### src/rtl/ldviol_pkg.sv
package ldviol_pkg;

    localparam int AGE_IDX_W = 6;

    typedef struct packed {
        logic                 wrap;
        logic [AGE_IDX_W-1:0] idx;
    } age_t;

    // true when age ld lies after age st in program order
    function automatic logic is_younger(input age_t ld, input age_t st);
        if (ld.wrap == st.wrap) begin
            return ld.idx > st.idx;
        end
        return ld.idx < st.idx;
    endfunction

endpackage

### src/rtl/ldviol_hash.sv
module ldviol_hash #(
    parameter int PADDR_W = 48,
    parameter int HASH_W  = 24,
    parameter int PGOFF_W = 12
) (
    input  logic [PADDR_W-1:0] paddr,
    output logic [HASH_W-1:0]  hash
);
    localparam int FOLD_W = HASH_W - PGOFF_W;

    // page offset kept; upper bits folded onto the bits above it
    always_comb begin
        hash = paddr[HASH_W-1:0];
        for (int b = HASH_W; b < PADDR_W; b++) begin
            hash[PGOFF_W + ((b - HASH_W) % FOLD_W)] ^= paddr[b];
        end
    end
endmodule

### src/rtl/ldviol_freelist.sv
module ldviol_freelist #(
    parameter int ENTRIES = 32,
    parameter int IDX_W   = 5
) (
    input  logic [ENTRIES-1:0] busy,
    output logic [IDX_W-1:0]   slot,
    output logic               full
);
    logic found;

    always_comb begin
        slot  = '0;
        found = 1'b0;
        for (int i = 0; i < ENTRIES; i++) begin
            if (!busy[i] && !found) begin
                slot  = IDX_W'(i);
                found = 1'b1;
            end
        end
        full = &busy;
    end
endmodule

### src/rtl/ldviol_match.sv
module ldviol_match
    import ldviol_pkg::*;
#(
    parameter int N      = 32,
    parameter int HASH_W = 24,
    parameter int MASK_W = 8
) (
    input  logic [N-1:0]      cand_valid,
    input  logic [N-1:0]      cand_elig,
    input  logic [HASH_W-1:0] cand_hash [N],
    input  logic [MASK_W-1:0] cand_mask [N],
    input  age_t              cand_age  [N],
    input  logic [HASH_W-1:0] st_hash,
    input  logic [MASK_W-1:0] st_mask,
    input  age_t              st_age,
    output logic [N-1:0]      hit
);
    for (genvar g = 0; g < N; g++) begin : g_cmp
        assign hit[g] = cand_valid[g] & cand_elig[g]
                      & (cand_hash[g] == st_hash)
                      & (|(cand_mask[g] & st_mask))
                      & is_younger(cand_age[g], st_age);
    end
endmodule

### src/rtl/ldviol_queue.sv
module ldviol_queue
    import ldviol_pkg::*;
#(
    parameter int ENTRIES = 32,
    parameter int PADDR_W = 48,
    parameter int HASH_W  = 24,
    parameter int PGOFF_W = 12,
    parameter int MASK_W  = 8,
    parameter int PIPE_N  = 2,
    localparam int IDX_W  = $clog2(ENTRIES),
    localparam int AGE_W  = AGE_IDX_W + 1
) (
    input  logic                            clk,
    input  logic                            rst,
    input  logic                            enq_valid,
    input  logic                            enq_sta_pending,
    input  logic                            enq_kill,
    input  logic [PADDR_W-1:0]              enq_paddr,
    input  logic [MASK_W-1:0]               enq_mask,
    input  logic [AGE_W-1:0]                enq_age,
    output logic                            enq_ready,
    output logic                            enq_alloc,
    output logic [IDX_W-1:0]                enq_slot,
    input  logic [ENTRIES-1:0]              ent_data_ok,
    input  logic [ENTRIES-1:0]              ent_miss_wait,
    input  logic [ENTRIES-1:0]              ent_release,
    input  logic                            flush_all,
    input  logic                            st_valid,
    input  logic [PADDR_W-1:0]              st_paddr,
    input  logic [MASK_W-1:0]               st_mask,
    input  logic [AGE_W-1:0]                st_age,
    input  logic [PIPE_N-1:0]               pl_valid,
    input  logic [PIPE_N-1:0][PADDR_W-1:0]  pl_paddr,
    input  logic [PIPE_N-1:0][MASK_W-1:0]   pl_mask,
    input  logic [PIPE_N-1:0][AGE_W-1:0]    pl_age,
    output logic [ENTRIES-1:0]              viol_mask,
    output logic [PIPE_N-1:0]               pl_viol
);
    // entry storage
    logic [ENTRIES-1:0] ent_valid;
    logic [HASH_W-1:0]  ent_hash [ENTRIES];
    logic [MASK_W-1:0]  ent_mask [ENTRIES];
    age_t               ent_age  [ENTRIES];

    // second-phase write of mask and address
    logic               pend_v;
    logic [IDX_W-1:0]   pend_slot;
    logic [HASH_W-1:0]  pend_hash;
    logic [MASK_W-1:0]  pend_mask;

    logic               q_full;
    logic [HASH_W-1:0]  enq_hash;
    logic [HASH_W-1:0]  st_hash;
    logic [ENTRIES-1:0] ent_hit;
    logic [ENTRIES-1:0] ent_elig;
    logic [PIPE_N-1:0]  pl_hit;
    logic               pend_drop;

    ldviol_freelist #(.ENTRIES(ENTRIES), .IDX_W(IDX_W)) u_free (
        .busy (ent_valid),
        .slot (enq_slot),
        .full (q_full)
    );

    ldviol_hash #(.PADDR_W(PADDR_W), .HASH_W(HASH_W), .PGOFF_W(PGOFF_W)) u_hash_enq (
        .paddr (enq_paddr),
        .hash  (enq_hash)
    );

    ldviol_hash #(.PADDR_W(PADDR_W), .HASH_W(HASH_W), .PGOFF_W(PGOFF_W)) u_hash_st (
        .paddr (st_paddr),
        .hash  (st_hash)
    );

    assign enq_ready = !q_full;
    assign enq_alloc = enq_valid && enq_sta_pending && !enq_kill && !flush_all && !q_full;
    assign ent_elig  = ent_data_ok | ent_miss_wait;
    assign pend_drop = flush_all || ent_release[pend_slot];

    ldviol_match #(.N(ENTRIES), .HASH_W(HASH_W), .MASK_W(MASK_W)) u_match_q (
        .cand_valid (ent_valid),
        .cand_elig  (ent_elig),
        .cand_hash  (ent_hash),
        .cand_mask  (ent_mask),
        .cand_age   (ent_age),
        .st_hash    (st_hash),
        .st_mask    (st_mask),
        .st_age     (age_t'(st_age)),
        .hit        (ent_hit)
    );

    // in-flight loads of the load pipeline
    logic [HASH_W-1:0] pl_hash_a [PIPE_N];
    logic [MASK_W-1:0] pl_mask_a [PIPE_N];
    age_t              pl_age_a  [PIPE_N];

    for (genvar k = 0; k < PIPE_N; k++) begin : g_pl
        ldviol_hash #(.PADDR_W(PADDR_W), .HASH_W(HASH_W), .PGOFF_W(PGOFF_W)) u_hash_pl (
            .paddr (pl_paddr[k]),
            .hash  (pl_hash_a[k])
        );
        assign pl_mask_a[k] = pl_mask[k];
        assign pl_age_a[k]  = age_t'(pl_age[k]);
    end

    ldviol_match #(.N(PIPE_N), .HASH_W(HASH_W), .MASK_W(MASK_W)) u_match_pl (
        .cand_valid (pl_valid),
        .cand_elig  ({PIPE_N{1'b1}}),
        .cand_hash  (pl_hash_a),
        .cand_mask  (pl_mask_a),
        .cand_age   (pl_age_a),
        .st_hash    (st_hash),
        .st_mask    (st_mask),
        .st_age     (age_t'(st_age)),
        .hit        (pl_hit)
    );

    always_ff @(posedge clk) begin
        if (rst) begin
            ent_valid <= '0;
            pend_v    <= 1'b0;
            pend_slot <= '0;
            pend_hash <= '0;
            pend_mask <= '0;
            viol_mask <= '0;
            pl_viol   <= '0;
            for (int i = 0; i < ENTRIES; i++) begin
                ent_hash[i] <= '0;
                ent_mask[i] <= '0;
                ent_age[i]  <= '0;
            end
        end else begin
            pend_v    <= enq_alloc;
            pend_slot <= enq_slot;
            pend_hash <= enq_hash;
            pend_mask <= enq_mask;

            for (int i = 0; i < ENTRIES; i++) begin
                if (flush_all || ent_release[i]) begin
                    ent_valid[i] <= 1'b0;
                end
            end

            if (enq_alloc) begin
                ent_valid[enq_slot] <= 1'b1;
                ent_age[enq_slot]   <= age_t'(enq_age);
                ent_mask[enq_slot]  <= '0;
            end

            if (pend_v && !pend_drop) begin
                ent_mask[pend_slot] <= pend_mask;
                ent_hash[pend_slot] <= pend_hash;
            end

            viol_mask <= st_valid ? ent_hit : '0;
            pl_viol   <= st_valid ? pl_hit  : '0;
        end
    end
endmodule

### config.mk
export PLATFORM = sky130hd
export DESIGN_NAME = ldviol_queue
export DESIGN_NICKNAME = d
export VERILOG_FILES = /design/src/rtl/ldviol_pkg.sv /design/src/rtl/ldviol_hash.sv /design/src/rtl/ldviol_freelist.sv /design/src/rtl/ldviol_match.sv /design/src/rtl/ldviol_queue.sv
export SDC_FILE = /design/constraint.sdc
export NUM_CORES = 2
export LEC_CHECK = 0
export BUFFER_PORTS_ARGS = -buffer_cell sky130_fd_sc_hd__buf_4
export CAP_MARGIN = 20
export CORE_ASPECT_RATIO = 1.25
export CORE_UTILIZATION = 43
export DETAILED_ROUTE_END_ITERATION = 7
export MAX_ROUTING_LAYER = met4
export PLACE_DENSITY = 0.7
export SYNTH_ARGS = -nofsm -noshare
export SYNTH_HDL_FRONTEND = slang
export SYNTH_SLANG_ARGS = --single-unit
### constraint.sdc
create_clock -name clk -period 2.8 [get_ports clk]
set_clock_uncertainty 0.1 [all_clocks]
set_input_delay 0.42 -clock clk [delete_from_list [all_inputs] [get_ports clk]]
set_output_delay 0.42 -clock clk [all_outputs]
set_load 0.02 [all_outputs]
==> out/metrics.cfg <==
[die]
core_um2=149000
ioPinCount=398
row_count=158
die_h_um=435
die_x_um=349
start_util_pct=43.5
dieArea_um2=152000

[global_route]
overflow=0
grt_pass1_vias=56800
grt.total_usage_pct=32.0
grt_pass1_wl_mm=358
grt_max_degree=182
antenna_found_initial=17

[status]
status=finished with violations
violations=negative setup slack

[clocking]
cts.htree.levels=4
tritoncts=built
clockBufferDepth=3
path_clk_slew_ns=0.06
cts_buffers=142
clock_latency_ns=0.80
clock_sinks=1352
cts_root_buffer=clkbuf_16

[timing]
holdWs_ns=0.108
hold_violations=0
grt_setup_unrepaired=true
clock.fmax_mhz=316
worstMarginPinSlew_ns=1.32
finalCritPeriodShare_pct=113
setup_viol=467
relSlewSlack_pct=12.3
tns_ns=-29.72
min_period_ns=3.16
slew_violations=0
worst_slack_ns=-0.364

[yosys]
synth-main-ff-cell=dfxtp_1
yosys.area.top_type=dfxtp_1
yosysWarnings=0
yosysSeqAreaShare_pct=41.9
synthCells=7447
synthesis.area_um2=64600
yosysTopAreaCellShare_pct=41.9
synth.area.top_cells=dfxtp_1, xnor2_1, nand2_1
synth_edf_count=0
avgSynthCellArea_um2=8.68
synth_nets=8008
yosysUniqueCellTypes=71
ys_ff_latch=1352
synthArstFlopShare_pct=0

[finish]
final_cell_mix=nand2_1, dfxtp_1, buf_4, xnor2_1, a21oi_1
drive_above_1_share_pct=23.2
areaGrowthSynthToFinish_pct=30.8
nets=8814
final_common_cell=nand2_1

[routing]
ant_nets=0
first_pass_iters=6
via_per_inst=5.84
wl_per_cell_um=24.5
drt_wl_total_mm=254
drc=0
drt_iter0_drc=7158
vias=60600

[worst_setup_path]
cp_slowest_stage_delay_ns=0.39
slowest_stage=a311oi_2
cp_common_cell=a311oi_2
crit_arrival_ns=2.64
path_buf_inv=4
start_kind=flip-flop
crit_family=compound AO/OA/AOI/OAI gates
crit_required_ns=2.28
crit_chain=buf_4, nor2b_1, o221ai_2, a311oi_2, a311oi_2, and2_4, inv_8, buf_12, buf_6
crit_fanout=2
path_class=reg2out
endpoint_kind=primary output

[placement]
finalWeightedCongestion=0.967
numPortBuffers=397
dp_hpwl_mm=162

[power_and_ir_drop]
leakage_nw=32.8
vdd_drop_max_uv=637
power_density_nw_per_um2=523

[job]
max-cap-violations=0

[worst_hold_path]
min_path_type=in2reg

## final timing paths
path / from / end / slack, ns / cells past startpoint
setup / recovery: ent_valid[14]$_SDFF_PP0_ / enq_slot[0] / -0.36 / 9
hold / removal: pl_age[5] / pl_viol[0]$_SDFF_PP0_ / 0.11 / 5
setup reg to reg: pend_slot[0]$_SDFF_PP0_ / ent_mask[157]$_SDFF_PP0_ / -0.19 / 13
hold reg to reg: ent_mask[23]$_SDFF_PP0_ / ent_mask[23]$_SDFF_PP0_ / 0.35 / 2
## per-layer routing
metal	vias up	wire length, µm	track usage [%]
met2	3498	114000	49.6
met4	0	14200	14.8
met1	29100	98200	40.3
li1	27100	-	-
met3	896	27700	5.66
met5	-	0	-
## flip-flops by register name (all words and copies together), names as in the netlist
register   flops
ent_mask     256
pl_viol        2
pend_slot      5
ent_age      224
pend_hash     24
pend_v         1
ent_hash     768
pend_mask      8
ent_valid     32
viol_mask     32
## cells in the mapped netlist (all sizes together) (125+ instances only)
cell / count
nand2b: 241
a22o: 227
nand2: 1573
xnor2: 794
dfxtp: 1352
buf: 125
nand4: 140
clkbuf: 448
nor4: 143
ha: 204
xor2: 152
a21oi: 805
mux2i: 247
## area by class of cell
cell class,count,area (µm²)
Fill cell,12800,64200
Tap cell,2000,2500
Clock buffer,206,4090
Clock inverter,48,546
Antenna cell,7,17.5
Timing Repair Buffer,1235,12400
Sequential cell,1352,27200
Inverter,118,450
Multi-Input combinational cell,5404,37300
## report_power, final
group / leakage (nW) / total (W) / switching [W] / internal (W)
Clock: 2.29 / 0.0191 / 0.00828 / 0.0109
Combinational: 19.6 / 0.00552 / 0.00324 / 0.00228
Sequential: 10.9 / 0.0195 / 0.000248 / 0.0193
## cells by family (layout without fill, tap and decap cells)
| logic type | Yosys count | after routing | synth area share (%) |
|---|---|---|---|
| and+or+nand+nor | 2480 | 2480 | 17.7 |
| AOI/OAI and AO/OA | 1489 | 1489 | 14.8 |
| DFF | 1352 | 1352 | 41.9 |
| xor gates and xnor gates | 946 | 946 | 12.8 |
| buffers and inverters | 691 | 1607 | 4.33 |
| muxes | 285 | 285 | 4.56 |
| adders and majority gates | 204 | 204 | 3.95 |
| other | 0 | 7 | 0 |
## per-stage QoR
step                total power [W]  instances  utilization, %  setup slack (ns)  cell area [µm²]
global placement             0.0250       9864            49.8            -0.704            74100
global route                 0.0452      10400            56.8            -0.434            84500
finish                       0.0442      10400            56.8            -0.364            84500
CTS                          0.0440      10300            54.5            -0.333            81000
detailed placement           0.0250       9864            49.8            -0.826            74100
floorplan                    0.0225       7447               -             0.148            64600
## worst min-delay path: cells and delay by family
family                   cells  cell delay, ns
buffers and inverters        1            0.08
AO/OA/AOI/OAI                2            0.09
adder cells (fa/ha/maj)      1            0.13
multiplexers                 1            0.22
## what timing repair did
item,CTS,global route
pin swaps,61,251
resized for setup,147,550
cloned,11,41
buffers inserted,54,49
hold buffers,100,0
endpoints found under the hold margin,81,0
setup endpoints to repair,667,824
Note: power is estimated with default switching activity, not from simulation.
